File: src/rtl/tmr_pkg.sv
package tmr_pkg;

    // Hold-off window after a count load
    typedef enum logic [1:0] {
        HLD_RUN = 2'd0,
        HLD_ONE = 2'd1,
        HLD_TWO = 2'd2
    } hold_st_t;

endpackage

File: src/rtl/tmr_src_sel.sv
module tmr_src_sel #(
    parameter int PIN_STAGES = 2
) (
    input  logic clk,
    input  logic rst_n,
    input  logic cyc_en,
    input  logic pin_i,
    input  logic sleep_i,
    input  logic ext_src,
    input  logic fall_edge,
    output logic src_evt
);

    logic [PIN_STAGES-1:0] pin_sh;
    logic                  rise_det;
    logic                  fall_det;
    logic                  edge_evt;

    // Pin resynchronizer; the two oldest stages feed the edge detector
    always_ff @(posedge clk or negedge rst_n) begin
        if (!rst_n) begin
            pin_sh <= '0;
        end else begin
            pin_sh <= {pin_sh[PIN_STAGES-2:0], pin_i};
        end
    end

    always_comb begin
        rise_det = pin_sh[PIN_STAGES-2] & ~pin_sh[PIN_STAGES-1];
        fall_det = ~pin_sh[PIN_STAGES-2] & pin_sh[PIN_STAGES-1];
        edge_evt = fall_edge ? fall_det : rise_det;
        src_evt  = ~sleep_i & (ext_src ? edge_evt : cyc_en);
    end

endmodule

File: src/rtl/tmr_prescaler.sv
module tmr_prescaler #(
    parameter  int PRE_W = 8,
    localparam int SEL_W = $clog2(PRE_W)
) (
    input  logic             clk,
    input  logic             rst_n,
    input  logic             clr,
    input  logic             psa_wdt,
    input  logic [SEL_W-1:0] ratio,
    input  logic             src_evt,
    input  logic             wdt_evt,
    output logic             tmr_pulse,
    output logic             wdt_pulse
);

    logic [PRE_W-1:0] pre_q;
    logic [PRE_W:0]   tap;
    logic [SEL_W:0]   tmr_idx;
    logic             evt;

    // tap[i] is high when the low i prescaler bits are all ones
    assign tap[0] = 1'b1;
    for (genvar i = 0; i < PRE_W; i++) begin : g_tap
        assign tap[i+1] = tap[i] & pre_q[i];
    end

    always_comb begin
        evt       = psa_wdt ? wdt_evt : src_evt;
        tmr_idx   = {1'b0, ratio} + 1'b1;
        tmr_pulse = psa_wdt ? src_evt : (src_evt & tap[tmr_idx]);
        wdt_pulse = psa_wdt ? (wdt_evt & tap[ratio]) : wdt_evt;
    end

    always_ff @(posedge clk or negedge rst_n) begin
        if (!rst_n) begin
            pre_q <= '0;
        end else if (clr) begin
            pre_q <= '0;
        end else if (evt) begin
            pre_q <= pre_q + 1'b1;
        end
    end

endmodule

File: src/rtl/tmr_sync_hold.sv
module tmr_sync_hold
    import tmr_pkg::*;
(
    input  logic clk,
    input  logic rst_n,
    input  logic cyc_en,
    input  logic tick,
    input  logic sleep_i,
    input  logic load,
    output logic inc
);

    hold_st_t state_q;
    hold_st_t state_d;
    logic     pend_q;
    logic     stg1_q;
    logic     stg2_q;
    logic     gate_open;

    // Two-strobe synchronizer; pulses between strobes are held in pend_q
    always_ff @(posedge clk or negedge rst_n) begin
        if (!rst_n) begin
            pend_q <= 1'b0;
            stg1_q <= 1'b0;
            stg2_q <= 1'b0;
        end else if (sleep_i) begin
            pend_q <= 1'b0;
            stg1_q <= 1'b0;
            stg2_q <= 1'b0;
        end else if (cyc_en) begin
            stg1_q <= pend_q | tick;
            stg2_q <= stg1_q;
            pend_q <= 1'b0;
        end else if (tick) begin
            pend_q <= 1'b1;
        end
    end

    // State register
    always_ff @(posedge clk or negedge rst_n) begin
        if (!rst_n) begin
            state_q <= HLD_RUN;
        end else begin
            state_q <= state_d;
        end
    end

    // Transitions
    always_comb begin
        state_d = state_q;
        if (load) begin
            state_d = HLD_ONE;
        end else begin
            unique case (state_q)
                HLD_RUN: state_d = HLD_RUN;
                HLD_ONE: if (cyc_en) state_d = HLD_TWO;
                HLD_TWO: if (cyc_en) state_d = HLD_RUN;
                default: state_d = HLD_RUN;
            endcase
        end
    end

    // Outputs
    always_comb begin
        unique case (state_q)
            HLD_RUN: gate_open = 1'b1;
            HLD_ONE: gate_open = 1'b0;
            HLD_TWO: gate_open = 1'b0;
            default: gate_open = 1'b0;
        endcase
        inc = cyc_en & stg2_q & gate_open & ~sleep_i & ~load;
    end

endmodule

File: src/rtl/cnt8_tmr.sv
module cnt8_tmr #(
    parameter  int CNT_W      = 8,
    parameter  int PRE_W      = 8,
    parameter  int PIN_STAGES = 2,
    localparam int SEL_W      = $clog2(PRE_W),
    localparam int OPT_W      = SEL_W + 3
) (
    input  logic             clk,
    input  logic             rst_n,
    input  logic             cyc_en,
    input  logic             ext_pin,
    input  logic             wdt_base_tick,
    input  logic             sleep_i,
    input  logic             opt_we,
    input  logic [OPT_W-1:0] opt_wd,
    input  logic             cnt_we,
    input  logic [CNT_W-1:0] cnt_wd,
    input  logic             irq_en,
    input  logic             flag_clr,
    output logic [CNT_W-1:0] cnt_q,
    output logic             flag_q,
    output logic             irq_o,
    output logic             wdt_tick_o
);

    localparam int B_PSA  = SEL_W;
    localparam int B_EDGE = SEL_W + 1;
    localparam int B_SRC  = SEL_W + 2;
    localparam logic [OPT_W-1:0] OPT_RST = OPT_W'(1) << B_PSA;

    logic [OPT_W-1:0] opt_q;
    logic             src_evt;
    logic             tmr_pulse;
    logic             wdt_pulse;
    logic             pre_clr;
    logic             inc;
    logic             wrap;

    always_ff @(posedge clk or negedge rst_n) begin
        if (!rst_n) begin
            opt_q <= OPT_RST;
        end else if (opt_we) begin
            opt_q <= opt_wd;
        end
    end

    assign pre_clr = (cnt_we & ~opt_q[B_PSA])
                   | (opt_we & (opt_wd[B_PSA] != opt_q[B_PSA]));

    tmr_src_sel #(
        .PIN_STAGES(PIN_STAGES)
    ) u_src (
        .clk      (clk),
        .rst_n    (rst_n),
        .cyc_en   (cyc_en),
        .pin_i    (ext_pin),
        .sleep_i  (sleep_i),
        .ext_src  (opt_q[B_SRC]),
        .fall_edge(opt_q[B_EDGE]),
        .src_evt  (src_evt)
    );

    tmr_prescaler #(
        .PRE_W(PRE_W)
    ) u_pre (
        .clk      (clk),
        .rst_n    (rst_n),
        .clr      (pre_clr),
        .psa_wdt  (opt_q[B_PSA]),
        .ratio    (opt_q[SEL_W-1:0]),
        .src_evt  (src_evt),
        .wdt_evt  (wdt_base_tick),
        .tmr_pulse(tmr_pulse),
        .wdt_pulse(wdt_pulse)
    );

    tmr_sync_hold u_hold (
        .clk    (clk),
        .rst_n  (rst_n),
        .cyc_en (cyc_en),
        .tick   (tmr_pulse),
        .sleep_i(sleep_i),
        .load   (cnt_we),
        .inc    (inc)
    );

    assign wrap = inc & (&cnt_q);

    always_ff @(posedge clk or negedge rst_n) begin
        if (!rst_n) begin
            cnt_q <= '0;
        end else if (cnt_we) begin
            cnt_q <= cnt_wd;
        end else if (inc) begin
            cnt_q <= cnt_q + 1'b1;
        end
    end

    always_ff @(posedge clk or negedge rst_n) begin
        if (!rst_n) begin
            flag_q <= 1'b0;
        end else if (wrap) begin
            flag_q <= 1'b1;
        end else if (flag_clr) begin
            flag_q <= 1'b0;
        end
    end

    always_ff @(posedge clk or negedge rst_n) begin
        if (!rst_n) begin
            wdt_tick_o <= 1'b0;
        end else begin
            wdt_tick_o <= wdt_pulse;
        end
    end

    assign irq_o = flag_q & irq_en;

endmodule

File: config.mk
export PLATFORM = sky130hd
export DESIGN_NAME = cnt8_tmr
export DESIGN_NICKNAME = d
export VERILOG_FILES = /design/src/rtl/tmr_pkg.sv /design/src/rtl/tmr_src_sel.sv /design/src/rtl/tmr_prescaler.sv /design/src/rtl/tmr_sync_hold.sv /design/src/rtl/cnt8_tmr.sv
export SDC_FILE = /design/constraint.sdc
export NUM_CORES = 1
export LEC_CHECK = 0
export BUFFER_PORTS_ARGS = -buffer_cell sky130_fd_sc_hd__clkbuf_2
export CORE_MARGIN = 8
export CORE_UTILIZATION = 32
export DETAILED_ROUTE_END_ITERATION = 8
export PLACE_DENSITY = 0.56
export REMOVE_ABC_BUFFERS = 1
export SLEW_MARGIN = 20
export SYNTH_ARGS = -nofsm -noshare
export SYNTH_HDL_FRONTEND = slang
export SYNTH_SLANG_ARGS = --single-unit
export TNS_END_PERCENT = 5
File: constraint.sdc
create_clock -name clk -period 1.8 [get_ports clk]
set_clock_uncertainty 0.1 [all_clocks]
set_input_delay 0.18 -clock clk [delete_from_list [all_inputs] [get_ports clk]]
set_output_delay 0.18 -clock clk [all_outputs]
set_load 0.005 [all_outputs]
==> results of run 1 <==
-- report_power, final --
| part | internal [mW] | total (mW) | leakage [nW] | switching [mW] |
|---|---|---|---|---|
| combinational | 0.197 | 0.375 | 0.576 | 0.178 |
| clock | 0.448 | 0.713 | 0.0612 | 0.265 |
| sequential | 0.750 | 0.797 | 0.392 | 0.0472 |
-- critical path, cell delays in order (launching register included) --
cell and delay, ps:
dfrtp_1 380, or3b_1 380, a311oi_2 330, mux2i_2 160, or3_1 370, a21oi_1 130
-- cell families after synthesis --
kind of cell	after synthesis
simple gates	60
compound gates	38
flops	31
buf+inv	12
mux	11
xor+xnor	10
fa+ha+maj	4
-- metrics by stage --
stage                     setup TNS [ps]  util, %  area [um2]
after floorplan                     -966        -        1610
after global placement             -1030     39.8        2010
after detailed placement           -1320     39.8        2010
after CTS                           -566     45.2        2280
after global routing               -1570     46.2        2330
final                               -767     46.2        2330
-- worst max-delay path by stage --
stage	depth (start not counted)	startpoint	slack, ps	end
2_1_floorplan	5	u_src.pin_sh[1]	-220	u_pre.pre_q[7]
3_3_place_gp	5	u_src.pin_sh[1]	-220	u_pre.pre_q[3]
3_5_place_dp	5	u_src.pin_sh[1]	-250	u_pre.pre_q[7]
4_1_cts	5	opt_q[4]	-90	u_pre.pre_q[5]
5_1_grt	7	u_src.pin_sh[1]	-190	u_pre.pre_q[1]
6_report	5	u_src.pin_sh[1]	-110	u_pre.pre_q[5]
-- final cells by class --
class / instances / area [um2]
multi-input combinational: 124 / 920
inverter: 3 / 11.3
tap: 70 / 87.6
fill: 493 / 2710
timing repair buffer: 64 / 418
clock buffer: 6 / 82.6
clock inverter: 2 / 35.0
sequential: 31 / 777
-- layer usage --
layer | global-route usage (%) | vias up | wire length [um]
li1 | - | 721 | -
met2 | 17.4 | 29 | 1820
met1 | 13.2 | 687 | 1790
met5 | 0 | - | 0
met4 | 2.34 | 0 | 32
met3 | 4.41 | 4 | 223
-- sequential cells by signal, indices dropped and copies added, names as in the netlist --
name and count:
flag_q 1, u_pre.pre_q 8, u_hold.pend_q 1, cnt_q 8, wdt_tick_o 1, u_hold.stg1_q 1
u_hold.stg2_q 1, opt_q 6, u_hold.state_q 2, u_src.pin_sh 2
-- timing repair --
action                                 4_1_cts  5_1_grt
pin swaps                                   12        2
setup buffers                                4        1
endpoints found under the hold margin       35        0
gates cloned                                 1        0
setup endpoints to repair                   10       12
hold buffers                                 6        0
gates resized for setup                     15        7
-- layout by cell type, fill, tap and decap left out, types with 6 or more instances in the layout --
master,Yosys,layout
buf_4,0,22
nand4_1,7,7
clkbuf_8,0,6
nand2_1,15,15
dlygate4sd3_1,0,6
clkbuf_2,0,34
o21ai_0,18,16
mux2i_1,6,6
dfrtp_1,30,30
nor2_1,12,12
==> flow_summary.toml, run 1 <==
[run_status]
outcome = "finished, violations left"
violations = "negative setup slack"

[floorplanning]
coreArea_um2 = 5040
die-width_um = 87.8
start_util_pct = 32.7
dieArea_um2 = 7700
die_h_um = 87.8
io_pins = 35
rows = 26

[global_routing]
grtUsageTotal_pct = 10.8
grt_pass1_vias = 1499
grt_pass1_wl_um = 6670
antenna_found_initial = 0
grt-ovfl-total = 0
grt_max_degree = 32

[cts]
cts.path.max_buffers = 2
htreeDepth = 2
cts_buffers = 5
cts_tree = "yes"
clk_latency_ps = 280
cts-root-buf = "clkbuf_8"
clk_pin_slew_ps = 70
clock-sinks = 31

[worst_setup_path]
r2r_setup_slack_ps = -110
cp_max_fo = 5
path_class = "flop to flop"
r2r-end = "u_pre.pre_q[5]"
worstPathRequired_ps = 1910
critPathLaunchType = "flop"
crit_arrival_ps = 2030
worstSetupEndpointType = "flop"
reg2regPathDepth = 5
rr_startpoint = "u_src.pin_sh[1]"

[hold_path]
hold_start = "opt_wd[0]"
whs_endpoint = "opt_q[0]"
min_path_type = "primary input to flop"
holdPathStages = 3

[synth]
synth_top_family_by_area = "simple AND/OR/NAND/NOR gates"
ys_seq_area_share_pct = 47.2
synth_compound_area_share_pct = 14.0
synthTopCellsByCount = "dfrtp_1 (30), o21ai_0 (18), nand2_1 (15), nor2_1 (12), a21oi_1 (9)"
ys_seq_elements = 31
ys_top_cells_by_area = "dfrtp_1 (46%), o21ai_0 (5.5%), mux2i_1 (3.6%), nand2_1 (3.4%), xor2_1 (3.2%)"
synth_edf_count = 0
synthDistinctLibCells = 44
synth_xor_area_share_pct = 5.32
synth_top_area_share_pct = 45.6
async_flop_share_pct = 100
synth_top_cell_by_area = "dfrtp_1"
synth_most_common_cell = "dfrtp_1"
syn_area_per_cell_um2 = 9.93
synthAdderAreaFrac_pct = 3.04
syn_inst = 166
muxShareOfSynthArea_pct = 7.21
yosys_most_used_dff = "dfrtp_1"
synth_area_um2 = 1650
yosysWarnings = 0
synth-simple-area-share_pct = 20.0

[pwr]
leakage_nw = 1.03
power.ir.vdd_worst_mv = 0.490
p_per_area_nw_per_um2 = 809
total_power_mw = 1.88

[place]
hpwlAfterDp_um = 2850
gp_congestion = 0.846
place_worst_setup_slack_ps = -249
io_buffer_count = 34
dp.cells = 280

[timing]
min_period_over_period_pct = 106
worst_pin_slew_ps = 393
rsz0062_at_grt = "yes"
setup_ws_ps = -114
min_period_ps = 1910
whs_ps = 1.77
finalHoldViolCount = 0
setup_viol = 9
fmax_ghz = 0.522
slew_headroom_pct = 73.8
maxSlewViolCount = 0

[route]
antenna_left = 0
routed_wirelength_um = 3860
wl_per_cell_um = 12.9
drtIter0Drc = 44
routed-via-count = 1441
drt-vias-per-instance = 4.80
drc = 0
drt_first_pass_iters = 4

[layout]
antenna_cells = 0
fin_cells = 300
drive_gt1_share_pct = 40.0
nets = 257
syn_to_final_growth_pct = 41.5

[job]
drv_cap = 0
Note: power is estimated with default switching activity, not from simulation.
==> run 2: changes to the inputs <==
--- a/config.mk
+++ b/config.mk
@@ -12,4 +12,5 @@
 export PLACE_DENSITY = 0.56
 export REMOVE_ABC_BUFFERS = 1
+export SETUP_SLACK_MARGIN = 0.1
 export SLEW_MARGIN = 20
 export SYNTH_ARGS = -nofsm -noshare
==> constraint.sdc (replaced) <==
create_clock -name clk -period 1.8 [get_ports clk]
set_clock_uncertainty 0.1 [all_clocks]
set_input_delay 0.18 -clock clk [delete_from_list [all_inputs] [get_ports clk]]
set_output_delay 0.18 -clock clk [all_outputs]
set_load 0.01 [all_outputs]
==> flow_summary.toml, run 2 (synthesis results as in run 1) <==
[worst_setup_path]
slowest_stage = "or3_4"
path_class = "flop to flop"
cp_slowest_stage_delay_ps = 390
cp.buffers_inverters = 0
reg2regPathDepth = 5
r2r-end = "u_pre.pre_q[4]"
rr_startpoint = "u_src.pin_sh[1]"
cp_max_fo = 5
crit_chain = "or3b_1 -> a311oi_2 -> mux2i_2 -> or3_4 -> a21oi_2"
worstSetupStartpoint = "u_src.pin_sh[1]"
worstSetupEndpointType = "flop"
r2r_setup_slack_ps = -110
worstPathRequired_ps = 1910
endpoint = "u_pre.pre_q[4]"
crit_arrival_ps = 2030
crit_family = "simple AND/OR/NAND/NOR gates"
critPathLaunchType = "flop"
path_depth = 5

[cts]
cts_tree = "yes"
cts-root-buf = "clkbuf_8"
clock-sinks = 31
clk_latency_ps = 280
htreeDepth = 2
cts.path.max_buffers = 2
clk_pin_slew_ps = 70
cts_buffers = 5

[floorplanning]
rows = 26
die_h_um = 87.8
start_util_pct = 32.7
die-width_um = 87.8
coreArea_um2 = 5040
dieArea_um2 = 7700
io_pins = 35

[route]
routed_wirelength_um = 3890
drtIter0Drc = 51
drc = 0
drt-vias-per-instance = 4.79
drt_first_pass_iters = 4
antenna_left = 0
wl_per_cell_um = 13.0
routed-via-count = 1438

[run_status]
outcome = "finished, violations left"
violations = "negative setup slack"

[layout]
syn_to_final_growth_pct = 43.0
antenna_cells = 0
final_cell_mix = "clkbuf_2 (34), dfrtp_1 (30), buf_4 (22)"
nets = 257
layout_commonest_cell = "clkbuf_2"
stdcell_area_um2 = 2360
fillers = 491
finish.utilization_pct = 46.7
drive_gt1_share_pct = 40.9
reg.largest.list = "cnt_q: 8 flops, u_pre.pre_q: 8 flops, opt_q: 6 flops"

[timing]
min_period_over_period_pct = 106
rsz0062_at_grt = "yes"
min_period_ps = 1910
finalHoldViolCount = 0
setup-tns-final_ps = -775
setup_ws_ps = -114
worst_pin_slew_ps = 394
whs_ps = 1.48
fmax_ghz = 0.522
setup_viol = 9
slew_headroom_pct = 73.7
maxSlewViolCount = 0

[job]
drv_cap = 0

[place]
gp_congestion = 0.846
hpwlAfterDp_um = 2850
io_buffer_count = 34
place_area_um2 = 2010

[global_routing]
grt-ovfl-total = 0
grt_pass1_vias = 1492
grt_pass1_wl_um = 6670
antenna_found_initial = 0
grtUsageTotal_pct = 10.8
grt_max_degree = 32

[pwr]
total_power_mw = 1.90
leakage_nw = 1.03
power.ir.vdd_worst_mv = 0.490
p_per_area_nw_per_um2 = 808

[hold_path]
min_path_type = "primary input to flop"
-- run 2: changes by cell type in the layout (fill, tap and decap cells not counted) --
cell,previous run,this run
ha_1,2,1
nor2_2,0,1
ha_4,1,3
ha_2,1,0
nor2_1,12,11
-- run 2: stage by stage --
stage | cells | setup slack [ps]
finish | 300 | -114
global route | 300 | -194
CTS | 299 | -94.7
detailed placement | 280 | -249
global placement | 280 | -221
floorplan | 157 | -219
-- run 2: worst min-delay path by stage --
stage | startpoint | end | slack (ps) | depth (start not counted)
2_1_floorplan | rst_n | cnt_q[0] | -220 | 0
3_3_place_gp | rst_n | opt_q[0] | 130 | 2
3_5_place_dp | rst_n | opt_q[0] | 120 | 2
4_1_cts | cnt_wd[4] | cnt_q[4] | 2 | 3
5_1_grt | opt_wd[0] | opt_q[0] | 4 | 3
6_report | opt_wd[0] | opt_q[0] | 1 | 3
-- run 2: layout make-up --
type                    instances  area (um2)  share of cell area [%]
flip-flops and latches         31         777                    33.0
clock inverters                 2        35.0                    1.49
repair buffers                 64         418                    17.7
well taps                      70        87.6                    3.72
inverters                       3        11.3                   0.478
clock buffers                   6        82.6                    3.51
multi-input cells             124         945                    40.1
-- run 2: repair_timing --
action / CTS / global route
cloned: 1 / 0
setup endpoints to repair: 12 / 16
pin swaps: 12 / 6
hold endpoints to repair: 35 / 0
resized for setup: 18 / 8
hold buffers: 6 / 0
buffers inserted: 4 / 1
-- run 2: power by group --
group	total, mW	switching (mW)	internal (mW)
logic	0.388	0.186	0.202
registers	0.803	0.0528	0.750
clock network	0.712	0.265	0.448
-- run 2: layer usage --
| layer | track usage, % | up-vias | share of wire (%) | routed length [um] |
|---|---|---|---|---|
| li1 | - | 720 | - | - |
| met1 | 13.2 | 685 | 47 | 1820 |
| met2 | 17.4 | 29 | 47 | 1820 |
| met3 | 4.41 | 4 | 5.7 | 222 |
| met4 | 2.34 | 0 | 0.82 | 32 |
| met5 | 0 | - | 0 | 0 |
-- run 2: worst register-to-register path: cells and delay by family, from the launching register on --
family          cells  cell delay [ps]
simple gates        2              770
compound gates      2              440
flops               1              380
mux                 1              160
